`src/rtl/tune_pkg.sv`:
```
package tune_pkg;
   typedef enum logic [2:0] {
      ST_IDLE,
      ST_RST,
      ST_FLUSH,
      ST_TRIAL,
      ST_WAIT,
      ST_FINISH
   } tune_st_e;
endpackage

```
`src/rtl/tune_seq_ctrl.sv`:
```
module tune_seq_ctrl
   import tune_pkg::*;
#(
   parameter int TAP_W = 7
) (
   input  logic             clk,
   input  logic             rst_n,
   input  logic             start,
   input  logic [TAP_W-1:0] start_tap,
   input  logic [TAP_W-1:0] max_tap,
   input  logic             fifo_rst_done,
   input  logic             trial_done,
   output tune_st_e         state,
   output logic [TAP_W-1:0] cur_tap,
   output logic             rec,
   output logic             clear
);
   logic [TAP_W-1:0] last_q;

   assign rec   = (state == ST_WAIT) && trial_done;
   assign clear = (state == ST_RST);

   always_ff @(posedge clk or negedge rst_n) begin
      if (!rst_n) begin
         state   <= ST_IDLE;
         cur_tap <= '0;
         last_q  <= '0;
      end else begin
         unique case (state)
            ST_IDLE: if (start) begin
               cur_tap <= start_tap;
               last_q  <= max_tap;
               state   <= ST_RST;
            end
            ST_RST:    state <= ST_FLUSH;
            ST_FLUSH:  if (fifo_rst_done) state <= ST_TRIAL;
            ST_TRIAL:  state <= ST_WAIT;
            ST_WAIT: if (trial_done) begin
               if (cur_tap >= last_q) begin
                  state <= ST_FINISH;
               end else begin
                  cur_tap <= cur_tap + 1'b1;
                  state   <= ST_FLUSH;
               end
            end
            ST_FINISH: state <= ST_IDLE;
            default:   state <= ST_IDLE;
         endcase
      end
   end
endmodule

```
`src/rtl/tune_window_track.sv`:
```
module tune_window_track #(
   parameter int TAP_W = 7,
   localparam int LEN_W = TAP_W + 1
) (
   input  logic             clk,
   input  logic             rst_n,
   input  logic             clear,
   input  logic             rec,
   input  logic             pass,
   input  logic [TAP_W-1:0] tap,
   output logic [TAP_W-1:0] best_start,
   output logic [LEN_W-1:0] best_len
);
   logic [TAP_W-1:0] run_start;
   logic [LEN_W-1:0] run_len;
   logic [LEN_W-1:0] next_len;
   logic [TAP_W-1:0] next_start;

   assign next_len   = run_len + 1'b1;
   assign next_start = (run_len == '0) ? tap : run_start;

   always_ff @(posedge clk or negedge rst_n) begin
      if (!rst_n) begin
         run_start  <= '0;
         run_len    <= '0;
         best_start <= '0;
         best_len   <= '0;
      end else if (clear) begin
         run_start  <= '0;
         run_len    <= '0;
         best_start <= '0;
         best_len   <= '0;
      end else if (rec) begin
         if (pass) begin
            run_start <= next_start;
            run_len   <= next_len;
            // strict compare: an equal-width later run never displaces the earlier one
            if (next_len > best_len) begin
               best_len   <= next_len;
               best_start <= next_start;
            end
         end else begin
            run_len <= '0;
         end
      end
   end
endmodule

```
`src/rtl/tune_pick.sv`:
```
module tune_pick #(
   parameter int TAP_W    = 7,
   parameter int AUTO_WIN = 3,
   localparam int LEN_W   = TAP_W + 1
) (
   input  logic [TAP_W-1:0] best_start,
   input  logic [LEN_W-1:0] best_len,
   output logic             found,
   output logic [TAP_W-1:0] delay
);
   logic [LEN_W-1:0] mid;
   logic [LEN_W-1:0] half;

   assign found = (best_len != '0);
   assign half  = found ? ((best_len - 1'b1) >> 1) : '0;
   assign mid   = {1'b0, best_start} + half;

   generate
      if (AUTO_WIN == 0) begin : g_no_margin
         assign delay = mid[TAP_W-1:0];
      end else begin : g_margin
         localparam logic [LEN_W-1:0] MARGIN = LEN_W'(AUTO_WIN);
         logic [LEN_W-1:0] trimmed;
         assign trimmed = (mid >= MARGIN) ? (mid - MARGIN) : '0;
         assign delay   = trimmed[TAP_W-1:0];
      end
   endgenerate
endmodule

```
`src/rtl/tap_sweep_tuner.sv`:
```
module tap_sweep_tuner
   import tune_pkg::*;
#(
   parameter int TAP_W    = 7,
   parameter int AUTO_WIN = 3
) (
   input  logic             clk,
   input  logic             rst_n,
   input  logic             start,
   input  logic [TAP_W-1:0] start_tap,
   input  logic [TAP_W-1:0] max_tap,
   input  logic             fifo_rst_done,
   input  logic             trial_done,
   input  logic             trial_match,
   output logic             tune_rst,
   output logic             fifo_rst_req,
   output logic             trial_start,
   output logic [TAP_W-1:0] trial_tap,
   output logic             busy,
   output logic             done,
   output logic             tuned_ok,
   output logic             tune_err,
   output logic [TAP_W-1:0] final_delay
);
   localparam int LEN_W = TAP_W + 1;

   generate
      if (TAP_W < 2 || TAP_W > 12) begin : g_bad_width
         $error("tap_sweep_tuner: TAP_W out of range");
      end
      if (AUTO_WIN < 0 || AUTO_WIN >= (1 << TAP_W)) begin : g_bad_margin
         $error("tap_sweep_tuner: AUTO_WIN out of range");
      end
   endgenerate

   tune_st_e         state;
   logic [TAP_W-1:0] cur_tap;
   logic             rec;
   logic             clear;
   logic [TAP_W-1:0] best_start;
   logic [LEN_W-1:0] best_len;
   logic             found;
   logic [TAP_W-1:0] pick_delay;

   tune_seq_ctrl #(.TAP_W(TAP_W)) u_ctrl (
      .clk           (clk),
      .rst_n         (rst_n),
      .start         (start),
      .start_tap     (start_tap),
      .max_tap       (max_tap),
      .fifo_rst_done (fifo_rst_done),
      .trial_done    (trial_done),
      .state         (state),
      .cur_tap       (cur_tap),
      .rec           (rec),
      .clear         (clear)
   );

   tune_window_track #(.TAP_W(TAP_W)) u_track (
      .clk        (clk),
      .rst_n      (rst_n),
      .clear      (clear),
      .rec        (rec),
      .pass       (trial_match),
      .tap        (cur_tap),
      .best_start (best_start),
      .best_len   (best_len)
   );

   tune_pick #(.TAP_W(TAP_W), .AUTO_WIN(AUTO_WIN)) u_pick (
      .best_start (best_start),
      .best_len   (best_len),
      .found      (found),
      .delay      (pick_delay)
   );

   assign tune_rst     = (state == ST_RST);
   assign fifo_rst_req = (state == ST_FLUSH);
   assign trial_start  = (state == ST_TRIAL);
   assign trial_tap    = cur_tap;
   assign busy         = (state != ST_IDLE);

   always_ff @(posedge clk or negedge rst_n) begin
      if (!rst_n) begin
         done        <= 1'b0;
         tuned_ok    <= 1'b0;
         tune_err    <= 1'b0;
         final_delay <= '0;
      end else begin
         done <= (state == ST_FINISH);
         if (state == ST_RST) begin
            tuned_ok <= 1'b0;
            tune_err <= 1'b0;
         end else if (state == ST_FINISH) begin
            tuned_ok <= found;
            tune_err <= !found;
            if (found) final_delay <= pick_delay;
         end
      end
   end
endmodule

```
`config.mk`:
```
export PLATFORM = sky130hd
export DESIGN_NAME = tap_sweep_tuner
export DESIGN_NICKNAME = d
export VERILOG_FILES = /design/src/rtl/tune_pkg.sv /design/src/rtl/tune_seq_ctrl.sv /design/src/rtl/tune_window_track.sv /design/src/rtl/tune_pick.sv /design/src/rtl/tap_sweep_tuner.sv
export SDC_FILE = /design/constraint.sdc
export NUM_CORES = 1
export LEC_CHECK = 0
export ABC_AREA = 1
export BUFFER_PORTS_ARGS = -buffer_cell sky130_fd_sc_hd__buf_2
export CAP_MARGIN = 20
export CORE_MARGIN = 2
export CORE_UTILIZATION = 54
export DETAILED_ROUTE_END_ITERATION = 6
export HOLD_SLACK_MARGIN = 0.08
export PLACE_DENSITY = 0.77
export SYNTH_ARGS = -nofsm -noshare
export SYNTH_HDL_FRONTEND = slang
export SYNTH_SLANG_ARGS = --single-unit
```
`constraint.sdc`:
```
create_clock -name clk -period 2.8 [get_ports clk]
set_input_delay 0 -clock clk [delete_from_list [all_inputs] [get_ports clk]]
set_output_delay 0 -clock clk [all_outputs]
set_load 0.005 [all_outputs]
```
# --- Word level (Yosys, flattened, before mapping) ---
# Cells that the tools add are included.
classes:
  n_addsub: 5
  n_mul: 0
  div: 0
  order_cmp: 3
  eq_ne: 9
  shifts: 0
  n_mux: 30
  bitwise: 1
  n_reduce_logical: 17
op_table:
  columns: ["op", "n"]
  rows:
  - ["2-to-1 mux 7 bit", 13]
  - ["2-to-1 mux 8 bit", 7]
  - ["one-hot mux 3 bit (5 select lines)", 1]
  - ["one-hot mux 7 bit (2 select lines)", 1]
  - ["2-to-1 mux 3 bit", 4]
  - ["nonzero test 2 bit", 5]
  - ["AND reduction 3 bit", 3]
  - ["adder 7 x 7 -> 8 bit", 1]
  - ["adder 8 x 1 -> 8 bit (second input constant)", 1]
  - [">= comparator 8 x 2 -> 1 bit (second input constant)", 1]
  - ["greater-than comparator 8 bit", 1]
  - ["zero test 8 bit", 1]
  - ["!= test 2 bit (second input constant)", 4]
  - ["nonzero test 8 bit", 1]
  - ["subtractor 8 x 1 -> 8 bit (second input constant)", 1]
  - ["adder 7 x 1 -> 7 bit (second input constant)", 1]
  - [">= comparator 7 bit", 1]
  - ["subtractor 7 x 2 -> 7 bit (second input constant)", 1]
  - ["== test 3 x 2 -> 1 bit (second input constant)", 2]
  - ["== test 3 bit (second input constant)", 2]
  - ["2-to-1 mux 1 bit", 4]
  - ["AND reduction 2 bit", 2]
  - ["AND reduction 4 bit", 1]
  - ["== test 3 x 1 -> 1 bit (second input constant)", 1]
  - ["other kinds (5)", 5]
totals:
  register_bits: 57
  latch_bits: 0
  ram_bits: 0
  rom_bits: 0
  out_inout_bits: 21
  word_cells: 76
  memories: 0

# --- Longest topological paths before layout ---
# Gate-level depths: netlist of run 1.
depth:
  depth_word: 6
  mapped_depth: 21
  depth_no_buf: 21

# --- Hierarchy ---
# Synthesis of run 1 repeated with hierarchy kept, for this count alone.
unflattened:
  cells_unflattened: 588
  area_unflattened_um2: 4195.3
by_module_without_submodules:
  columns: ["module", "instances", "cells_per_inst", "area_per_inst_um2"]
  rows:
  - ["tune_window_track", 1, 243, 1850.5]
  - ["tune_seq_ctrl", 1, 162, 1143.6]
  - ["tune_pick", 1, 134, 728.2]
  - ["tap_sweep_tuner", 1, 49, 473.0]

# --- Worst setup path before layout of run 1 ---
# No wires, ideal clock.
synth_timing:
  kind: "register to register"
  from: "reg u_track.best_len[0]"
  to: "reg final_delay[6]"
  setup_ps: 118
  arrival_time_ps: 2434
  t_required_ps: 2682
  slack_ps: 248
  path_stages_with_launch: 19
  n_path_buf: 0
  path_cell_list: "dfrtp_1 -> inv_1 -> ha_1 -> nand4_1 -> inv_2 -> nor2_1 -> ha_1 -> inv_1 -> fa_1 -> inv_1 -> ha_1 -> nor2_1 -> nand3_1 -> nor2_1 -> nand2_1 -> nand2_1 -> nand2_1 -> nand3_1 -> nand2_1"
synth_between:
  elab_chain_cells: 5
  elab_cells_between_ends: 8
synth_rtl:
  columns: ["element", "line_no", "source"]
  rows:
  - ["start, declared", "tune_window_track.sv:12", "output logic [LEN_W-1:0] best_len"]
  - ["start signal, assigned", "tune_window_track.sv:39", "best_len <= next_len;"]
  - ["subtractor 8 x 1 -> 8 bit / nonzero test 8 bit (equally long branches)", "tune_pick.sv:15, tune_pick.sv:14", null]
  - ["2-to-1 mux 7 bit", "tune_pick.sv:15", "assign half = found ? ((best_len - 1'b1) >> 1) : '0;"]
  - ["adder 7 x 7 -> 8 bit", "tune_pick.sv:16", "assign mid = {1'b0, best_start} + half;"]
  - ["subtractor 7 x 2 -> 7 bit / >= comparator 8 x 2 -> 1 bit (equally long branches)", "tune_pick.sv:24", "assign trimmed = (mid >= MARGIN) ? (mid - MARGIN) : '0;"]
  - ["2-to-1 mux 7 bit", "tune_pick.sv:24", null]
  - ["end signal, assigned", "tap_sweep_tuner.sv:97", "if (found) final_delay <= pick_delay;"]
  - ["end, declared", "tap_sweep_tuner.sv:23", "output logic [TAP_W-1:0] final_delay"]
# Parallel ways exist; a longest one is shown, timed or not.
# A chain may end at the register's enable or synchronous reset.

# --- Final worst setup path of run 1 ---
# Ends and elaborated chain as after synthesis.

==> metrics.yaml, run 1 <==
outcome:
  status: "finished clean"
global_route:
  grt_pass1_vias: 3398
  grt_pass1_wl_mm: 14.8
  grt_remaining_overflow: 0
  antenna_found_initial: 0
  gr-usage-all-layers: 0.245
  grt_max_degree: 31
pwr:
  irDropWorstVdd_uv: 574
  p_per_area_nw_per_um2: 937
  leakage_nw: 2.44
synthesis:
  synthArstFlopShare: 1.00
  synth_seq_cells: 57
  seq_area_frac_synth: 0.379
  synth_area_um2: 3770
  yosys_most_used_dff: "dfrtp_1"
  synth_nets: 544
  synth_top_area_share: 0.379
  synth_cells: 495
  synth_commonest_cells: "nand2_1, inv_1, dfrtp_1"
  syn_area_per_cell_um2: 7.61
  synth_area_leaders: "dfrtp_1, nand2_1, ha_1"
  ys_warn_count: 0
  yosysTopAreaCell: "dfrtp_1"
  synth_edf_count: 0
  ys_types: 37
  synth_most_common_cell: "nand2_1"
cells_and_area:
  n_antenna_cell: 0
  fin_nets: 625
  drive_gt1_frac: 0.234
  final_cell_count_no_fill: 661
  area.growth.synth_to_final_pct: 23.6
  fillCellCount: 545
worst_setup_path:
  crit_arrival_ps: 2910
  crit_chain: "inv_1 -> ha_1 -> nand4_1 -> inv_2 -> nor2_2 -> ha_2 -> inv_1 -> fa_1 -> inv_1 -> ha_2 -> nor2_2 -> nand3_2 -> nor2_4 -> nand2_1 -> nand2_1 -> nand2_1 -> nand3_1 -> nand2_1"
  cpMostUsedCell: "nand2_1"
  endpoint_kind: "flip-flop"
  critPathMaxStageDelay_ps: 480
  timing.critical_path.buf_inv: 4
  cp-start-kind: "flip-flop"
  cp_max_fo: 5
  critical_path_class: "reg -> reg"
  cp_top_family: "adder cells"
  required_ps: 3030
  cp_slowest_cell: "fa_1"
sta:
  slew_headroom: 0.553
  clock.fmax_mhz: 373
  finalHoldViolCount: 0
  skew_ps: 9.84
  setup_slack_ps: 122
  finalCritPeriodShare: 0.956
  worstMarginPinSlew_ps: 670
  setup_viol: 0
  period_needed_ps: 2680
  report.final.slew_viol_count: 0
floorplan:
  initial_utilization: 0.557
  io_pins: 41
  rows: 30
  coreArea_um2: 6760
  die_h_um: 87.5
  fp.dieW_um: 87.5
  die_area_um2: 7660
place:
  post-place-ws_ps: 14.9
  post-dp-hpwl_mm: 6.46
  gp_congestion: 0.856
  placed_cells: 613
  io_buffers: 40
clock_tree:
  clkTransAtPathRegs_ps: 70
  cts_buffers: 9
  root_buffer: "clkbuf_8"
  clk_path_buf_depth: 2
  htreeDepth: 3
  cts_tree: "built"
  clock-sinks: 57
  clk-insertion-delay-late_ps: 340
detailed_routing:
  post_drt_wl_per_cell_um: 13.6
  ant_nets: 0
  drt_drc_violations_left: 0
  vias: 3559
  routed_wirelength_mm: 9.01
  viasPerCell: 5.38
  firstDrtPassIters: 5
  drt_iter0_markers: 233
job:
  maxCapViolCount: 0
hold_path:
  hold_class: "in -> reg"
[tightest hold or removal path, cell delays in order]
cell and delay (ps):
buf_2 90, or2_1 100, nand2_2 80, o21bai_1 150
[path summary, 6_finish.rpt]
| kind | start | to | slack [ps] | cells past startpoint |
|---|---|---|---|---|
| max | u_track.best_len[0] | final_delay[6] | 120 | 18 |
| min | start | u_ctrl.state[1] | 130 | 4 |
| max reg2reg | u_track.best_len[0] | final_delay[6] | 120 | 18 |
| min reg2reg | final_delay[5] | final_delay[5] | 480 | 2 |
| max in group asynchronous | rst_n | u_track.run_start[4] | 1740 | 3 |
| min in group asynchronous | rst_n | u_track.run_len[5] | 240 | 2 |
[per-layer routing]
layer / up-vias / wire length [um] / track usage
met3: 25 / 368 / 0.0398
met5: - / 0 / 0
met2: 106 / 4490 / 0.406
met4: 0 / 266 / 0.122
met1: 1647 / 3880 / 0.311
li1: 1781 / - / -
[stage by stage]
step / power, mW / util / hold slack [ps] / setup TNS, ps / instance area (um^2)
4_1_cts: 4.15 / 0.660 / 127 / 0 / 4460
3_3_place_gp: 3.23 / 0.603 / 73.4 / 0 / 4070
2_1_floorplan: 2.76 / - / -296 / 0 / 3770
6_report: 4.36 / 0.689 / 129 / 0 / 4650
3_5_place_dp: 3.32 / 0.603 / 77.7 / 0 / 4070
5_1_grt: 4.74 / 0.689 / 163 / -470 / 4650
[state kept, by name (all words and copies together), names as in the netlist]
name                cells
u_track.best_len        8
u_ctrl.cur_tap          7
tune_err                1
u_track.best_start      7
u_track.run_len         8
u_ctrl.state            3
u_ctrl.last_q           7
tuned_ok                1
final_delay             7
done                    1
u_track.run_start       7
[where the power goes]
part	switching [mW]	internal [mW]	total, mW
Sequential	0.201	1.03	1.23
Clock	0.331	0.460	0.790
Combinational	1.45	0.896	2.34
Total	1.98	2.38	4.36
[timing repair]
action	in CTS	in global routing
hold endpoints to repair	46	0
gates resized for setup	0	29
hold buffers	18	0
setup endpoints to repair	0	7
setup buffers	0	14
[placed cells by master, fill, tap and decap left out, types with 6 or more instances in the layout]
cell,instances
a21oi_1,20
buf_2,40
buf_4,20
clkbuf_8,11
dfrtp_1,56
dlygate4sd3_1,18
ha_1,24
inv_1,61
inv_2,10
nand2_1,133
nand2_2,6
nand3_1,25
nand3_2,6
nand4_1,10
nor2_1,28
nor2_2,6
nor3_1,7
o211ai_1,7
o21ai_0,16
o21ai_1,9
o21ai_2,15
o22ai_1,7
xor2_1,6
[final cells by class]
cell class / instances / area [um^2] / area share
Clock buffer: 12 / 155 / 0.0333
Clock inverter: 4 / 51.3 / 0.0110
Inverter: 72 / 273 / 0.0586
Multi-Input combinational cell: 358 / 2120 / 0.455
Sequential cell: 57 / 1430 / 0.307
Tap cell: 80 / 100 / 0.0215
Timing Repair Buffer: 78 / 531 / 0.114
[kinds of logic (layout without fill, tap and decap cells)]
| family | count (synthesis) | count (layout) | synth area share |
|---|---|---|---|
| simple gates | 233 | 233 | 0.273 |
| compound gates | 85 | 85 | 0.140 |
| buf+inv | 80 | 166 | 0.0831 |
| flops | 57 | 57 | 0.379 |
| fa+ha+maj | 29 | 29 | 0.0983 |
| xor+xnor | 10 | 10 | 0.0233 |
| mux | 1 | 1 | 0.00299 |
Note: power is estimated with default switching activity, not from simulation.
==> inputs of run 2 (changes only) <==
--- a/config.mk
+++ b/config.mk
@@ -5,7 +5,6 @@
 export SDC_FILE = /design/constraint.sdc
 export NUM_CORES = 1
 export LEC_CHECK = 0
-export ABC_AREA = 1
 export BUFFER_PORTS_ARGS = -buffer_cell sky130_fd_sc_hd__buf_2
 export CAP_MARGIN = 20
 export CORE_MARGIN = 2
==> run 2 against run 1 <==
- the flow now finishes with violations (negative setup slack)
- clock skew about the same
- final area is 8.6% higher
- total power increased by 52%
- final cell count shrank 8.9%
- sequential share of layout area fell by 2.4 points
- first-iteration DRC count is 28% lower
- critical path depth down 5
- critical path type unchanged
==> metrics.yaml, run 2 <==
place:
  placedInstanceArea_um2: 4350  # +6.8%
  placed_cells: 555  # -9.5%
  post-place-ws_ps: -164  # -179 ps
  gp_congestion: 0.846  # -1.2%
  io_buffers: 40  # unchanged
  post-dp-hpwl_mm: 6.64  # +2.9%
sta:
  worstMarginPinSlew_ps: 736  # +66.2 ps
  hold_ws_ps: 152  # +22.7 ps
  report.final.slew_viol_count: 0  # unchanged
  setup_viol: 7  # +7
  rsz0062_at_grt: "yes"
  finalHoldViolCount: 0  # unchanged
  period_needed_ps: 3000  # +326 ps
  skew_ps: 9.90  # +0.0687 ps
  finalCritPeriodShare: 1.07  # +0.116
  clock.fmax_mhz: 333  # -11%
  setup_slack_ps: -204  # -326 ps
  slew_headroom: 0.509  # -0.0441
pwr:
  p_total_mw: 6.61  # +52%
  p_per_area_nw_per_um2: 1310  # +40%
  leakage_nw: 2.49  # +1.9%
  irDropWorstVdd_uv: 732  # +28%
global_route:
  grt_pass1_vias: 3439  # +1.2%
  grt_remaining_overflow: 0  # unchanged
  antenna_found_initial: 0  # unchanged
  gr-usage-all-layers: 0.269  # +0.0236
  grt_pass1_wl_mm: 16.0  # +7.6%
  grt_max_degree: 36  # +16%
worst_setup_path:
  rrSetupSlack_ps: -200  # -330 ps
  r2r-start: "u_track.best_len[0]"
  crit_arrival_ps: 3290  # +380 ps
  required_ps: 3080  # +50 ps
  r2r_end: "final_delay[1]"
  setup.worst_path.end: "final_delay[1]"
  endpoint_kind: "flip-flop"
  crit_path_start: "u_track.best_len[0]"
  cp-start-kind: "flip-flop"
  reg2regPathDepth: 13  # -5
  critical_path_class: "reg -> reg"
  cp_max_fo: 6  # +1
detailed_routing:
  route.met3.wl_um: 543  # +48%
  viasPerCell: 5.76  # +7.0%
  firstDrtPassIters: 5  # unchanged
  drt_iter0_markers: 167  # -28%
  met2_length_mm: 5.20  # +16%
  drt_drc_violations_left: 0  # unchanged
  routed_wirelength_mm: 10.2  # +14%
  m1WireLength_mm: 4.19  # +8.1%
  vias: 3469  # -2.5%
  top_layer_used: "met4"
  post_drt_wl_per_cell_um: 17.0  # +25%
  ant_nets: 0  # unchanged
synthesis:
  syn_area_per_cell_um2: 9.55  # +26%
  synth_area_um2: 3800  # +0.93%
  ys_types: 60  # +62%
  synth_cells: 398  # -20%
  yosys_most_used_dff: "dfrtp_1"
  synth_most_common_cell: "dfrtp_1"
  synth_edf_count: 0  # unchanged
  synthArstFlopShare: 1.00  # unchanged
  ys_warn_count: 0  # unchanged
  synth_commonest_cells: "dfrtp_1, nand2_1, nor2_1"
  synth_top_area_share: 0.375  # -0.00349
  synth_seq_cells: 57  # unchanged
  synth_area_leaders: "dfrtp_1, ha_1, mux2i_1"
  yosysTopAreaCell: "dfrtp_1"
  seq_area_frac_synth: 0.375  # -0.00349
  synth_nets: 447  # -18%
job:
  maxCapViolCount: 0  # unchanged
clock_tree:
  root_buffer: "clkbuf_8"
  clk-insertion-delay-late_ps: 340  # about the same
  htreeDepth: 3  # unchanged
  clk_path_buf_depth: 2  # unchanged
  clock-sinks: 57  # unchanged
  cts_tree: "built"
  clkTransAtPathRegs_ps: 70  # about the same
  cts_buffers: 9  # unchanged
outcome:
  status: "finished with violations"
  violations: "negative setup slack"
floorplan:
  fp.dieW_um: 87.9  # +0.45%
  coreArea_um2: 6790  # +0.56%
  io_pins: 41  # unchanged
  die_area_um2: 7730  # +0.89%
  initial_utilization: 0.559  # +0.00208
  rows: 30  # unchanged
  die_h_um: 87.9  # +0.45%
cells_and_area:
  drive_gt1_frac: 0.324  # +0.0900
  multi_input_area_um2: 2520  # +19%
  final_common_cell: "dfrtp_1"
  fin_nets: 551  # -12%
  final_area_um2: 5050  # +8.6%
  final_cell_mix: "dfrtp_1, buf_4, nand2_1, buf_2, nor2_1"
  fillCellCount: 460  # -16%
  final_cell_count_no_fill: 602  # -8.9%
  n_antenna_cell: 0  # unchanged
  regArea_um2: 1430  # about the same
  area.growth.synth_to_final_pct: 32.9
  reg_top3: "u_track.best_len (8), u_track.run_len (8)"
hold_path:
  hold_class: "in -> reg"
  min-delay-start: "start"
## run 2: cell types whose count changed after synthesis, sizes merged, moves of 8 or more
cell / delta
o21ai: -17
mux2i: +22
a22o: +10
a211oi: +11
nand3: -21
inv: -46
a21o: +8
mux2: +9
nand2: -99
## run 2: worst min-delay path by stage
stage                       to  slack [ps]  cells after the start
6_report       u_ctrl.state[0]         150                      4
5_1_grt        u_ctrl.state[0]         190                      4
2_1_floorplan             done        -300                      0
4_1_cts        u_ctrl.state[0]         140                      4
3_5_place_dp    final_delay[5]         110                      1
3_3_place_gp    final_delay[1]         110                      1
## run 2: timing repair
| action | CTS | global route |
|---|---|---|
| gates resized for setup | 26 | 25 |
| hold buffers | 18 | 0 |
| endpoints found under the setup margin | 7 | 23 |
| cloned | 0 | 0 |
| hold endpoints to repair | 53 | 0 |
| pin swaps | 17 | 23 |
| buffers inserted | 7 | 7 |
## run 2: critical path, cell delays in order (launching register included)
cell,delay (ps)
dfrtp_1,390
buf_4,130
buf_4,140
nor3_1,310
buf_4,200
xnor2_1,150
nor2_2,80
ha_4,290
o21ai_2,70
or4b_4,570
o211ai_4,130
nor3_4,70
a31oi_4,250
a22o_1,170
## run 2: per-stage QoR
stage           util  setup TNS [ps]
2_1_floorplan      -           -21.2
3_3_place_gp   0.640            -101
3_5_place_dp   0.640           -1050
4_1_cts        0.716            -125
5_1_grt        0.744           -1940
6_report       0.744           -1340
## run 2: cells by family (layout without fill, tap and decap cells)
logic type / after synthesis / count (layout) / share of synthesized area
adders and majority gates: 29 / 29 / 0.0974
DFF: 57 / 57 / 0.375
muxes: 32 / 32 / 0.0876
and+or+nand+nor: 130 / 130 / 0.172
AOI/OAI and AO/OA: 99 / 99 / 0.195
xor gates and xnor gates: 14 / 14 / 0.0323
buffers and inverters: 37 / 145 / 0.0405
## run 2: cell type report
class | instances | area share
Tap cell | 96 | 0.0238
Sequential cell | 57 | 0.283
Inverter | 26 | 0.0193
Clock buffer | 11 | 0.0280
Multi-Input combinational cell | 304 | 0.498
Clock inverter | 4 | 0.00396
Timing Repair Buffer | 104 | 0.144
## run 2: power breakdown
part / leakage (nW) / internal (mW) / switching (mW) / total, mW
Clock: 0.0887 / 0.334 / 0.342 / 0.676
Sequential: 0.754 / 1.08 / 0.284 / 1.37
Combinational: 1.64 / 2.24 / 2.33 / 4.57
## run 2: layer usage
metal  up-vias  GRT usage
li1       1655          -
met1      1662      0.326
met2       121      0.473
met3        31     0.0443
met4         0      0.110
met5         -          0
==> inputs of run 3 (changes only) <==
--- a/config.mk
+++ b/config.mk
@@ -12,6 +12,7 @@
 export DETAILED_ROUTE_END_ITERATION = 6
 export HOLD_SLACK_MARGIN = 0.08
 export PLACE_DENSITY = 0.77
+export RECOVER_POWER = 100
 export SYNTH_ARGS = -nofsm -noshare
 export SYNTH_HDL_FRONTEND = slang
 export SYNTH_SLANG_ARGS = --single-unit
==> run 3 against run 2 <==
- the run ends with max-capacitance violations, max-slew violations, negative setup slack left
- sequential share of layout area hardly changed
- clock-buffer cell count stayed put
- maximum frequency is 0.32% higher
- total power hardly changed
- worst hold slack hardly changed
- clock power is 0.6% higher
- final area is 0.17% lower
- flip-flop and latch count stayed put
- core utilization is 0.13 points lower
- combinational power hardly changed
- critical path type unchanged
- largest cell class unchanged
==> metrics.yaml, run 3 (same netlist as run 2, synthesis figures left out) <==
global_route:
  grt_max_degree: 36  # unchanged
  antenna_found_initial: 0  # unchanged
  gr-usage-all-layers: 0.269  # unchanged
  grt_pass1_wl_mm: 16.0  # unchanged
  grt_remaining_overflow: 0  # unchanged
  grt_pass1_vias: 3439  # unchanged
worst_setup_path:
  endpoint_kind: "flip-flop"
  rrSetupSlack_ps: -190  # about the same
  crit_chain: "buf_4 -> buf_4 -> nor3_1 -> buf_4 -> nand2_1 -> nor3_1 -> a21o_1 -> ha_4 -> and3b_1 -> a211oi_4 -> o211ai_4 -> nor3_4 -> a31oi_4 -> a22o_1"
  cp_top_family: "simple AND/OR/NAND/NOR gates"
  crit_path_start: "u_track.best_len[0]"
  cp-start-kind: "flip-flop"
  required_ps: 3030  # -50 ps
  r2r_end: "final_delay[1]"
  r2r-start: "u_track.best_len[0]"
  crit_arrival_ps: 3230  # -60 ps
  crit_cells: 14  # +1
  critical_path_class: "reg -> reg"
  cp_slowest_cell: "dfrtp_1"
  setup.worst_path.end: "final_delay[1]"
  timing.critical_path.buf_inv: 3  # unchanged
  cp_max_fo: 6  # unchanged
  reg2regPathDepth: 14  # +1
  cpMostUsedCell: "buf_4"
  critPathMaxStageDelay_ps: 390  # -180 ps
floorplan:
  initial_utilization: 0.559  # unchanged
  rows: 30  # unchanged
  io_pins: 41  # unchanged
  die_area_um2: 7730  # unchanged
  die_h_um: 87.9  # unchanged
  fp.dieW_um: 87.9  # unchanged
  coreArea_um2: 6790  # unchanged
cells_and_area:
  fin_util: 0.743  # -0.00129
  reg_top3: "u_track.best_len (8), u_track.run_len (8)"
  n_antenna_cell: 0  # unchanged
  fillCellCount: 463  # +0.65%
  final_cell_mix: "dfrtp_1, buf_4, nand2_1"
  fin_nets: 551  # unchanged
  final_cell_count_no_fill: 602  # unchanged
  regArea_um2: 1430  # unchanged
  area.growth.synth_to_final_pct: 32.7
  multi_input_area_um2: 2520  # unchanged
  drive_gt1_frac: 0.310  # -0.0138
  final_common_cell: "dfrtp_1"
outcome:
  violations: "max-capacitance violations, max-slew violations, negative setup slack"
  status: "finished with violations"
place:
  placed_cells: 555  # unchanged
  io_buffers: 40  # unchanged
  post-dp-hpwl_mm: 6.64  # unchanged
  gp_congestion: 0.846  # unchanged
clock_tree:
  clock-sinks: 57  # unchanged
  htreeDepth: 3  # unchanged
  cts_buffers: 9  # unchanged
  clkTransAtPathRegs_ps: 70  # about the same
  clk-insertion-delay-late_ps: 340  # about the same
  root_buffer: "clkbuf_8"
  clk_path_buf_depth: 2  # unchanged
  cts_tree: "built"
detailed_routing:
  post_drt_wl_per_cell_um: 17.0  # about the same
  drt_iter0_markers: 176  # +5.4%
  drt_drc_violations_left: 0  # unchanged
  viasPerCell: 5.77  # +0.12%
  firstDrtPassIters: 6  # +1
  ant_nets: 0  # unchanged
  routed_wirelength_mm: 10.3  # about the same
  vias: 3473  # +0.12%
sta:
  finalHoldViolCount: 0  # unchanged
  rsz0062_at_grt: "yes"
  hold_ws_ps: 152  # -0.135 ps
  worstMarginPinSlew_ps: 1780  # +1040 ps
  finalCritPeriodShare: 1.07  # -0.00341
  setup_slack_ps: -194  # +9.54 ps
  slew_headroom: -0.184  # -0.693
  period_needed_ps: 2990  # -9.54 ps
  skew_ps: 10.8  # +0.911 ps
  finalSetupTns_ps: -1260  # +83.9 ps
  clock.fmax_mhz: 334  # +0.32%
  report.final.slew_viol_count: 36  # +36
  setup_viol: 7  # unchanged
hold_path:
  hold_class: "in -> reg"
pwr:
  p_total_mw: 6.60  # about the same
  irDropWorstVdd_uv: 731  # -0.13%
  leakage_nw: 2.46  # -1.1%
  p_per_area_nw_per_um2: 1310  # about the same
job:
  maxCapViolCount: 1  # +1
run 3: changes by cell type in the layout (fill, tap and decap cells not counted), sizes merged:
cell,delta
buf,-6
clkbuf,+6
run 3: where the power goes:
part,switching [mW],leakage [nW],internal (mW),total [mW]
logic,2.33,1.62,2.23,4.56
clock network,0.346,0.0887,0.334,0.680
registers,0.286,0.754,1.08,1.37
run 3: how the worst min path moves through the flow:
| stage | startpoint | to | depth (start not counted) |
|---|---|---|---|
| 2_1_floorplan | rst_n | done | 0 |
| 3_3_place_gp | rst_n | final_delay[1] | 1 |
| 3_5_place_dp | rst_n | final_delay[5] | 1 |
| 4_1_cts | start | u_ctrl.state[0] | 4 |
| 5_1_grt | start | u_ctrl.state[0] | 4 |
| 6_report | start | u_ctrl.state[0] | 4 |
run 3: cell type report:
| type | count | share of cell area |
|---|---|---|
| clock inverter | 4 | 0.00397 |
| tap | 96 | 0.0238 |
| inverter | 26 | 0.0193 |
| sequential | 57 | 0.283 |
| multi-input combinational | 304 | 0.499 |
| timing repair buffer | 104 | 0.143 |
| clock buffer | 11 | 0.0280 |
run 3: repair_timing:
action                                  in CTS  in global routing
endpoints found under the setup margin       7                 23
setup buffers                                7                  7
hold endpoints to repair                    53                  0
gates cloned                                 0                  0
pin swaps                                   17                 23
hold buffers                                18                  0
gates resized for setup                     26                 25
run 3: worst register-to-register path: cells and delay by family (launching register included):
family                   cells  cell delay [ps]
buffers and inverters        3              470
AO/OA/AOI/OAI                5              900
adder cells (fa/ha/maj)      1              240
AND/OR/NAND/NOR              5              900
flip-flops                   1              390
run 3: per-stage QoR:
stage / cell area (um^2) / worst slack, ps
floorplan: 3850 / -21.2
global placement: 4350 / -28.9
detailed placement: 4350 / -164
CTS: 4860 / -28.7
global route: 5040 / -291
finish: 5040 / -194
run 3: per-layer routing:
layer  share of wire  up-vias  GRT usage
li1                -     1655          -
met1            0.41     1659      0.326
met2            0.50      122      0.473
met3           0.053       37     0.0443
met4           0.032        0      0.110
met5               0        -          0
